<file path="src/rtl/mbca_pkg.sv">
package mbca_pkg;

  typedef enum logic [2:0] {
    ST_IDLE,
    ST_L1WAIT,
    ST_REVRD,
    ST_HITCHK,
    ST_SCAN,
    ST_OWNRD,
    ST_OWNWAIT,
    ST_AGE
  } alloc_state_t;

endpackage

</file>
<file path="src/rtl/mbca_owner_ram.sv">
module mbca_owner_ram #(
  parameter int DEPTH = 128,
  parameter int DW    = 12,
  localparam int AW   = $clog2(DEPTH)
) (
  input  logic          clk,
  input  logic          wr_en,
  input  logic [AW-1:0] wr_addr,
  input  logic [DW-1:0] wr_data,
  input  logic          rd_en,
  input  logic [AW-1:0] rd_addr,
  output logic [DW-1:0] rd_data
);

  logic [DW-1:0] mem [DEPTH];

  always_ff @(posedge clk) begin
    if (wr_en) mem[wr_addr] <= wr_data;
  end

  always_ff @(posedge clk) begin
    if (rd_en) rd_data <= mem[rd_addr];
  end

endmodule

</file>
<file path="src/rtl/mbca_owned_flags.sv">
module mbca_owned_flags #(
  parameter int N   = 128,
  localparam int AW = $clog2(N)
) (
  input  logic          clk,
  input  logic          rst,
  input  logic          set_en,
  input  logic [AW-1:0] set_addr,
  input  logic [AW-1:0] qa_addr,
  output logic          qa,
  input  logic [AW-1:0] qb_addr,
  output logic          qb
);

  logic [N-1:0] flags_q;

  always_ff @(posedge clk) begin
    if (rst)         flags_q <= '0;
    else if (set_en) flags_q[set_addr] <= 1'b1;
  end

  assign qa = flags_q[qa_addr];
  assign qb = flags_q[qb_addr];


  owned_sticky_chk: assert property (@(posedge clk) disable iff (rst)
    ((flags_q & $past(flags_q)) == $past(flags_q)));

endmodule

</file>
<file path="src/rtl/mbca_clock_ptr.sv">
module mbca_clock_ptr #(
  parameter int N   = 128,
  localparam int AW = $clog2(N),
  localparam logic [AW-1:0] LAST = AW'(N - 1)
) (
  input  logic          clk,
  input  logic          rst,
  input  logic          step,
  output logic [AW-1:0] ptr
);

  logic [AW-1:0] ptr_q;

  always_ff @(posedge clk) begin
    if (rst)       ptr_q <= '0;
    else if (step) ptr_q <= (ptr_q == LAST) ? '0 : ptr_q + AW'(1);
  end

  assign ptr = ptr_q;


  ptr_step_chk: assert property (@(posedge clk) disable iff (rst)
    (ptr_q == $past(ptr_q)) ||
    (ptr_q == (($past(ptr_q) == LAST) ? '0 : $past(ptr_q) + AW'(1))));

endmodule

</file>
<file path="src/rtl/map_blk_clock_alloc.sv">
module map_blk_clock_alloc
  import mbca_pkg::*;
#(
  parameter int NUM_BLK = 128,
  parameter int L1_W    = 12,
  localparam int BLK_W  = $clog2(NUM_BLK)
) (
  input  logic             clk,
  input  logic             rst,
  input  logic             req_valid,
  input  logic [L1_W-1:0]  req_idx,
  output logic             busy,
  output logic             done,
  output logic [BLK_W-1:0] done_blk,
  output logic             l1_rd_en,
  output logic [L1_W-1:0]  l1_rd_idx,
  input  logic             l1_rd_valid,
  input  logic [BLK_W-1:0] l1_rd_blk,
  output logic             l1_wr_en,
  output logic [L1_W-1:0]  l1_wr_idx,
  output logic             l1_wr_valid,
  output logic             l1_wr_blk_en,
  output logic [BLK_W-1:0] l1_wr_blk
);

  alloc_state_t     st;
  logic [L1_W-1:0]  idx_q, own_q, rd_idx_q, wr_idx_q;
  logic [BLK_W-1:0] blk_q, wr_blk_q, done_blk_q;
  logic             rd_en_q, wr_en_q, wr_valid_q, wr_blk_en_q, done_q;

  logic [BLK_W-1:0] ptr;
  logic             own_at_ptr, own_at_blk;
  logic             ram_rd_en;
  logic [BLK_W-1:0] ram_rd_addr;
  logic [L1_W-1:0]  ram_rd_data;
  logic             hit, grant, age;

  // reverse table: owner index per block, free marker kept in flags
  assign ram_rd_en   = (st == ST_REVRD) || (st == ST_SCAN);
  assign ram_rd_addr = (st == ST_REVRD) ? l1_rd_blk : ptr;

  assign hit   = (st == ST_HITCHK) && own_at_blk && (ram_rd_data == idx_q);
  assign grant = ((st == ST_SCAN) && !own_at_ptr) ||
                 ((st == ST_AGE)  && !l1_rd_valid);
  assign age   = (st == ST_AGE) && l1_rd_valid;

  mbca_owner_ram #(.DEPTH(NUM_BLK), .DW(L1_W)) u_owner (
    .clk     (clk),
    .wr_en   (grant),
    .wr_addr (ptr),
    .wr_data (idx_q),
    .rd_en   (ram_rd_en),
    .rd_addr (ram_rd_addr),
    .rd_data (ram_rd_data)
  );

  mbca_owned_flags #(.N(NUM_BLK)) u_flags (
    .clk      (clk),
    .rst      (rst),
    .set_en   (grant),
    .set_addr (ptr),
    .qa_addr  (ptr),
    .qa       (own_at_ptr),
    .qb_addr  (blk_q),
    .qb       (own_at_blk)
  );

  mbca_clock_ptr #(.N(NUM_BLK)) u_ptr (
    .clk  (clk),
    .rst  (rst),
    .step (grant || age),
    .ptr  (ptr)
  );

  always_ff @(posedge clk) begin
    if (rst) begin
      st          <= ST_IDLE;
      idx_q       <= '0;
      own_q       <= '0;
      blk_q       <= '0;
      rd_en_q     <= 1'b0;
      rd_idx_q    <= '0;
      wr_en_q     <= 1'b0;
      wr_idx_q    <= '0;
      wr_valid_q  <= 1'b0;
      wr_blk_en_q <= 1'b0;
      wr_blk_q    <= '0;
      done_q      <= 1'b0;
      done_blk_q  <= '0;
    end else begin
      rd_en_q <= 1'b0;
      wr_en_q <= 1'b0;
      done_q  <= 1'b0;
      unique case (st)
        ST_IDLE: begin
          if (req_valid) begin
            idx_q    <= req_idx;
            rd_en_q  <= 1'b1;
            rd_idx_q <= req_idx;
            st       <= ST_L1WAIT;
          end
        end
        ST_L1WAIT: st <= ST_REVRD;
        ST_REVRD: begin
          blk_q <= l1_rd_blk;
          st    <= ST_HITCHK;
        end
        ST_HITCHK: begin
          if (hit) begin
            wr_en_q     <= 1'b1;
            wr_idx_q    <= idx_q;
            wr_valid_q  <= 1'b1;
            wr_blk_en_q <= 1'b0;
            wr_blk_q    <= blk_q;
            done_q      <= 1'b1;
            done_blk_q  <= blk_q;
            st          <= ST_IDLE;
          end else begin
            st <= ST_SCAN;
          end
        end
        ST_SCAN: st <= grant ? ST_IDLE : ST_OWNRD;
        ST_OWNRD: begin
          own_q    <= ram_rd_data;
          rd_en_q  <= 1'b1;
          rd_idx_q <= ram_rd_data;
          st       <= ST_OWNWAIT;
        end
        ST_OWNWAIT: st <= ST_AGE;
        ST_AGE: begin
          if (age) begin
            wr_en_q     <= 1'b1;
            wr_idx_q    <= own_q;
            wr_valid_q  <= 1'b0;
            wr_blk_en_q <= 1'b0;
            wr_blk_q    <= ptr;
            st          <= ST_SCAN;
          end else begin
            st <= ST_IDLE;
          end
        end
        default: st <= ST_IDLE;
      endcase
      if (grant) begin
        wr_en_q     <= 1'b1;
        wr_idx_q    <= idx_q;
        wr_valid_q  <= 1'b1;
        wr_blk_en_q <= 1'b1;
        wr_blk_q    <= ptr;
        done_q      <= 1'b1;
        done_blk_q  <= ptr;
      end
    end
  end

  assign busy         = (st != ST_IDLE);
  assign done         = done_q;
  assign done_blk     = done_blk_q;
  assign l1_rd_en     = rd_en_q;
  assign l1_rd_idx    = rd_idx_q;
  assign l1_wr_en     = wr_en_q;
  assign l1_wr_idx    = wr_idx_q;
  assign l1_wr_valid  = wr_valid_q;
  assign l1_wr_blk_en = wr_blk_en_q;
  assign l1_wr_blk    = wr_blk_q;


  done_pulse_chk: assert property (@(posedge clk) disable iff (rst)
    done |=> !done);


  done_idle_chk: assert property (@(posedge clk) disable iff (rst)
    done |-> !busy);


  grant_write_chk: assert property (@(posedge clk) disable iff (rst)
    done |-> (l1_wr_en && l1_wr_valid && (l1_wr_blk == done_blk)));


  age_write_chk: assert property (@(posedge clk) disable iff (rst)
    (l1_wr_en && !l1_wr_valid) |-> (!done && !l1_wr_blk_en));


  port_excl_chk: assert property (@(posedge clk) disable iff (rst)
    !(l1_rd_en && l1_wr_en));


  read_latency_chk: assert property (@(posedge clk) disable iff (rst)
    l1_rd_en |=> !l1_rd_en);

endmodule

</file>
<file path="config.mk">
export PLATFORM = sky130hd
export DESIGN_NAME = map_blk_clock_alloc
export DESIGN_NICKNAME = d
export VERILOG_FILES = /design/src/rtl/mbca_pkg.sv /design/src/rtl/mbca_owner_ram.sv /design/src/rtl/mbca_owned_flags.sv /design/src/rtl/mbca_clock_ptr.sv /design/src/rtl/map_blk_clock_alloc.sv
export SDC_FILE = /design/constraint.sdc
export NUM_CORES = 2
export LEC_CHECK = 0
export ABC_AREA = 1
export CAP_MARGIN = 20
export CORE_UTILIZATION = 40
export CTS_CLUSTER_DIAMETER = 100
export CTS_CLUSTER_SIZE = 20
export DETAILED_ROUTE_END_ITERATION = 7
export GPL_ROUTABILITY_DRIVEN = 1
export PLACE_DENSITY = 0.66
export SLEW_MARGIN = 0
export SYNTH_ARGS = -nofsm -noshare
export SYNTH_HDL_FRONTEND = slang
export SYNTH_SLANG_ARGS = --single-unit
export TNS_END_PERCENT = 20
</file>
<file path="constraint.sdc">
create_clock -name clk -period 4.6 [get_ports clk]
set_input_delay 0.69 -clock clk [delete_from_list [all_inputs] [get_ports clk]]
set_output_delay 0.69 -clock clk [all_outputs]
set_load 0.02 [all_outputs]
</file>
Word level (Yosys, flattened, before mapping)

Memories as Yosys holds them, arrays and structs flattened. A register that Yosys moved wholly into a read port is not among the register bits.
Cells that the tools add are included.

Memory bits (read-only): 0
Word-level logic and storage cells: 96
Bits in latches: 0
Flip-flop bits (word level): 212
Memories kept: 1
RAM bits: 1,536

Mux-type cells: 42
Shift-type cells: 0
Reductions and logical operators: 21
Multiply operators: 0
Equal/unequal tests: 12
Bitwise logic cells: 1
Magnitude comparators: 3
Divide/modulo/power cells: 0
Add/sub/neg operators: 1

Memory list:

| name        | depth | width | read ports | clocked after memory_dff | wr ports | line                 | RTL |
|---|---|---|---|---|---|---|---|
| u_owner.mem | 128   | 12    | 1          | 1                        | 1        | mbca_owner_ram.sv:15 | `logic [DW-1:0] mem [DEPTH];` |

Operators with widths:

| operator              | number |
|---|---|
| $or A128 B128 Y128    | 1 |
| $mux W7               | 7 |
| $mux W12              | 4 |
| $pmux W12 S2          | 2 |
| $pmux W3 S8           | 1 |
| $lt A7 B8 Y1 const B  | 2 |
| $mux W1               | 16 |
| $bmux W1 S7           | 2 |
| $pmux W7 S2           | 1 |
| $eq A12 B12 Y1        | 1 |
| $eq A3 B3 Y1 const B  | 4 |
| $mux W3               | 4 |
| $pmux W1 S2           | 4 |
| $add A7 B1 Y7 const B | 1 |
| $demux W1 S7          | 1 |
| $eq A7 B7 Y1 const B  | 1 |
| $ge A7 B1 Y1 const B  | 1 |
| $eq A3 B2 Y1 const B  | 2 |
| $logic_and A1 B1 Y1   | 6 |
| $ne A3 B3 Y1 const B  | 2 |
| $reduce_and A2 Y1     | 3 |
| $reduce_bool A2 Y1    | 3 |
| $reduce_bool A3 Y1    | 2 |
| $eq A3 B1 Y1 const B  | 1 |
| 5 further kinds       | 8 |

Depth between registers and ports, before layout

Depth in word-level cells: 7
Mapped depth: 21

Hierarchy

Synthesis repeated with hierarchy kept, for this count alone.

Cells, all modules: 6,923
Area, all modules: 73,671.9 sq um

By module, submodules not included:

| module              | area an instance (sq um) | times used | cells each |
|---|---|---|---|
| mbca_owner_ram      | 62,872.8                 | 1          | 5,265 |
| mbca_owned_flags    | 6,824.0                  | 1          | 1,046 |
| map_blk_clock_alloc | 3,618.5                  | 1          | 557 |
| mbca_clock_ptr      | 356.6                    | 1          | 55 |

Least setup slack after synthesis

OpenSTA, ideal clock, no wires.

Path kind: register -> register
Start: register idx_q[3]
End: register wr_idx_q[10] (netlist: l1_wr_idx[10])
Setup time: 0.065 ns
Arrival: 3.351 ns
Cell stages (with the launch flop): 10
Slack: 1.184 ns
Buffers on the path: 1
Required time: 4.535 ns
Period minus slack after synthesis: 3.416 ns
Path through: dfxtp_1 > or2_2 > o21ai_0 > nor4_1 > and3_1 > nand3_2 > nand2_1 > clkbuf_1 > o21ai_0 > nor2_1

Cells in the longest elaborated chain, start to end: 4

Ends and longest elaborated chain:

| element                            | line                       | RTL |
|---|---|---|
| start: declaration                 | map_blk_clock_alloc.sv:27  | `logic [L1_W-1:0] idx_q, own_q, rd_idx_q, wr_idx_q;` |
| start signal: assignment           | map_blk_clock_alloc.sv:97  | `idx_q <= req_idx;` |
| $eq A12 B12 Y1                     | map_blk_clock_alloc.sv:42  | `assign hit = (st == ST_HITCHK) && own_at_blk && (ram_rd_data == idx_q);` |
| $logic_and A1 B1 Y1                | map_blk_clock_alloc.sv:42  |  |
| $ne A3 B3 Y1 (no source line)      | --                         |  |
| $reduce_and A3 Y1 (no source line) | --                         |  |
| end signal: assignment             | map_blk_clock_alloc.sv:111 | `wr_idx_q <= idx_q;` |
| end signal: assignment             | map_blk_clock_alloc.sv:133 | `wr_idx_q <= own_q;` |
| end signal: assignment             | map_blk_clock_alloc.sv:146 | `wr_idx_q <= idx_q;` |
| end: declaration                   | map_blk_clock_alloc.sv:27  |  |

No other way between the ends.
A chain may end at the register's enable or synchronous reset.

Worst setup path in the final report

Start: register u_ptr.ptr_q[0] (netlist: u_ptr.ptr[0])
End: memory u_owner.mem[58][8], enable pin

Cells in the longest elaborated chain, start to end: 7

Ends and longest elaborated chain:

| element                       | line                      | RTL |
|---|---|---|
| start: declaration            | mbca_clock_ptr.sv:12      | `logic [AW-1:0] ptr_q;` |
| start signal: assignment      | mbca_clock_ptr.sv:16      | `else if (step) ptr_q <= (ptr_q == LAST) ? '0 : ptr_q + AW'(1);` |
| $bmux W1 S7                   | mbca_owned_flags.sv:22    | `assign qa = flags_q[qa_addr];` |
| $mux W1 (implied by the code) | mbca_owned_flags.sv:22    |  |
| $logic_not A1 Y1              | map_blk_clock_alloc.sv:43 | `assign grant = ((st == ST_SCAN) && !own_at_ptr) \|\|` |
| $logic_and A1 B1 Y1           | map_blk_clock_alloc.sv:43 |  |
| $logic_or A1 B1 Y1            | map_blk_clock_alloc.sv:43 |  |
| $mux W1                       | mbca_owner_ram.sv:18      | `if (wr_en) mem[wr_addr] <= wr_data;` |
| $mux W1 (implied by the code) | mbca_owner_ram.sv:18      |  |
| end: declaration              | mbca_owner_ram.sv:15      |  |

Several ways; a longest one is shown, not always the timed one. The select of a mux whose other input is x is not followed.

==> results.tsv <==
metric	value	unit
clock sink count	1760	
Total GRT Usage	21.54	%
PwrDens	392.7	nW/um^2
Crit. End Element	flip-flop	
EDFF count, synth	1548	
FF/Latch Area	50780	sq um
Placed Area	76020	sq um
max-slew violation count	0	
minimum clock period	4.373	ns
Clock Pin Slew Worst Setup and Hold Paths	0.09	ns
Post-synth ARST share	0	%
H-tree levels	3	
Area Overhead vs Synth	8.490	%
starting density of the core	40.24	%
setup TNS	0	ns
yosys warns	0	
status	complete, no violations	
area fraction of the dominant cell type after synthesis	63.98	%
vias in the first global route	46890	
multi-input logic area	18320	sq um
static leakage power	0.02709	uW
postcts setup bufs	0	
Final Net Count	6398	
hold buffers post-CTS	0	
Final Cell Area	78820	sq um
Max Cap Viol	0	
FP Rows	156	
Root Buffer	clkbuf_16	
Slew Limit Headroom	16.42	%
Max VDD drop	0.4064	mV
Die Ht	428.2	um
data arrival time of the critical path	4.74	ns
global-route wire length before repair	302.3	mm
Non-Filler Instances	8812	
post-synthesis cell count	6490	
worst slew pin tran	1.249	ns
final setup margin	0.2270	ns
commonest non-fill, non-tap cells in the layout	1548 x edfxtp_1, 938 x nand2_1, 877 x o21ai_0, 802 x nor2_1, 471 x inv_1	
Avg Cell Area, Syn	11.19	sq um
Startpoint Class	flip-flop	
Total Power	30950	uW
ratio of cells with drive above 1 in the final layout	4.859	%
core area	180500	sq um
Post-Place Worst Slack	0.3769	ns
Net Count, Synth	6514	
total CTS buffers	97	
required time of the critical path	4.97	ns
Pre-Repair DR Iteration Count	8	
clock buffer depth	3	
register area share after synthesis	69.82	%
Routed WL	203.5	mm
worst clock skew	0.05346	ns
synth unique cells	37	
most common cell after layout, fill and taps aside	edfxtp_1	
Hold Crit Class	in2reg	
synthesized flop and latch total	1760	
TritonCTS clock tree	done	
dpl cells	8644	
Buffers on Ports	66	
initial DRC count	6720	
num ports	67	
Final period util	95.07	%
total gr overflow	0	
Fmax	0.2287	GHz
top cells by area, synth	edfxtp_1 64%, o21ai_0 6.0%, dfxtp_1 5.8%	
antenna viol nets, final	0	
initial antenna violation count	5	
die area	183300	sq um
CP Class	reg2reg	
Yosys top cell by area	edfxtp_1	
top_reg_cell synth	edfxtp_1	
RSZ-0062 raised after global routing	false	
drt drc	0	
worst-path fanout max	104	
DP HPWL	123.1	mm
Setup violations, final	0	
clk_lat worst skew	0.77	ns
via-per-instance ratio	5.672	
final RePlAce weighted congestion	0.9012	
fillers	16440	
synthesized area	72650	sq um
largest net degree at the start of global routing	188	
CTS resizes	0	
DR vias	49980	
final hold vios	0	
Die Width	428.2	um
WL/cell	23.10	um
[synth_stat cells (13+ instances only)]
| cell | instances |
|---|---|
| a21oi_1 | 234 |
| a31oi_1 | 13 |
| buf_1 | 17 |
| buf_2 | 123 |
| clkbuf_1 | 271 |
| dfxtp_1 | 212 |
| edfxtp_1 | 1548 |
| inv_1 | 472 |
| nand2_1 | 938 |
| nand3_1 | 386 |
| nor2_1 | 802 |
| o211ai_1 | 325 |
| o21ai_0 | 878 |
| o21ai_1 | 40 |
| o21bai_1 | 73 |
| o22ai_1 | 60 |
[routing by layer]
layer	track usage (%)	up-vias	part of all wire, %
li1	-	22540	-
met1	30.47	24600	41
met2	33.84	2503	46
met3	3.537	338	9.7
met4	6.941	4	3.1
met5	0	-	0.013
[logic make-up after synthesis]
family / synth area share, %
XOR/XNOR: 0.1085
AO/OA/AOI/OAI: 12.71
flip-flops: 69.82
multiplexers: 0.1860
adder cells (fa/ha/maj): 0.01722
buffers and inverters: 5.068
AND/OR/NAND/NOR: 12.08
[critical path, cell delays in order (launching register included)]
cell and delay (ns):
dfxtp_4 0.55, buf_12 0.38, o21ai_0 0.17, nand2_1 0.08
nand2_1 0.10, nand2_1 0.07, nand2_1 0.07, nand2_1 0.05
nand2_1 0.06, o21ai_1 0.35, nand3_1 0.14, nor2_2 0.22
nor2_4 0.18, nor2_2 0.51, buf_4 0.26, nand2_1 0.10
inv_1 0.58
[sequential cells by signal, indices dropped and copies added (netlist names), 3 cells and up]
register	cells
blk_q	7
done_blk	7
idx_q	12
l1_rd_idx	12
l1_wr_blk	7
l1_wr_idx	12
own_q	12
st	3
u_flags.flags_q	128
u_owner.mem	1536
u_owner.rd_data	12
u_ptr.ptr	7
[area by class of cell]
type	count	share of cell area, %
inverter	480	2.313
multi-input combinational	3820	23.24
tap	2370	3.762
clock buffer	161	3.438
timing repair buffer	215	2.729
clock inverter	5	0.09207
antenna	1	0.003175
sequential	1760	64.43
[power breakdown]
part	switching (uW)	internal, uW
Clock	5090	4050
Combinational	2940	1080
Sequential	186	17600
[worst paths after layout]
kind                            cells past startpoint  slack (ns)            endpoint          from
worst min register to register                      2        0.46            own_q[6]      own_q[6]
worst min-delay path                                2        0.40            l1_rd_en           rst
worst max register to register                     16        0.23  u_owner.mem[58][8]  u_ptr.ptr[0]
worst max-delay path                               16        0.23  u_owner.mem[58][8]  u_ptr.ptr[0]
[metrics by stage]
step                      util (%)  hold WS, ns
after detailed placement     42.11       0.4536
final                        43.66       0.4023
after floorplan                  -       0.4386
after CTS                    43.65       0.3683
after global routing         43.66       0.4109
after global placement       42.11       0.4455
Note: power is estimated with default switching activity, not from simulation.
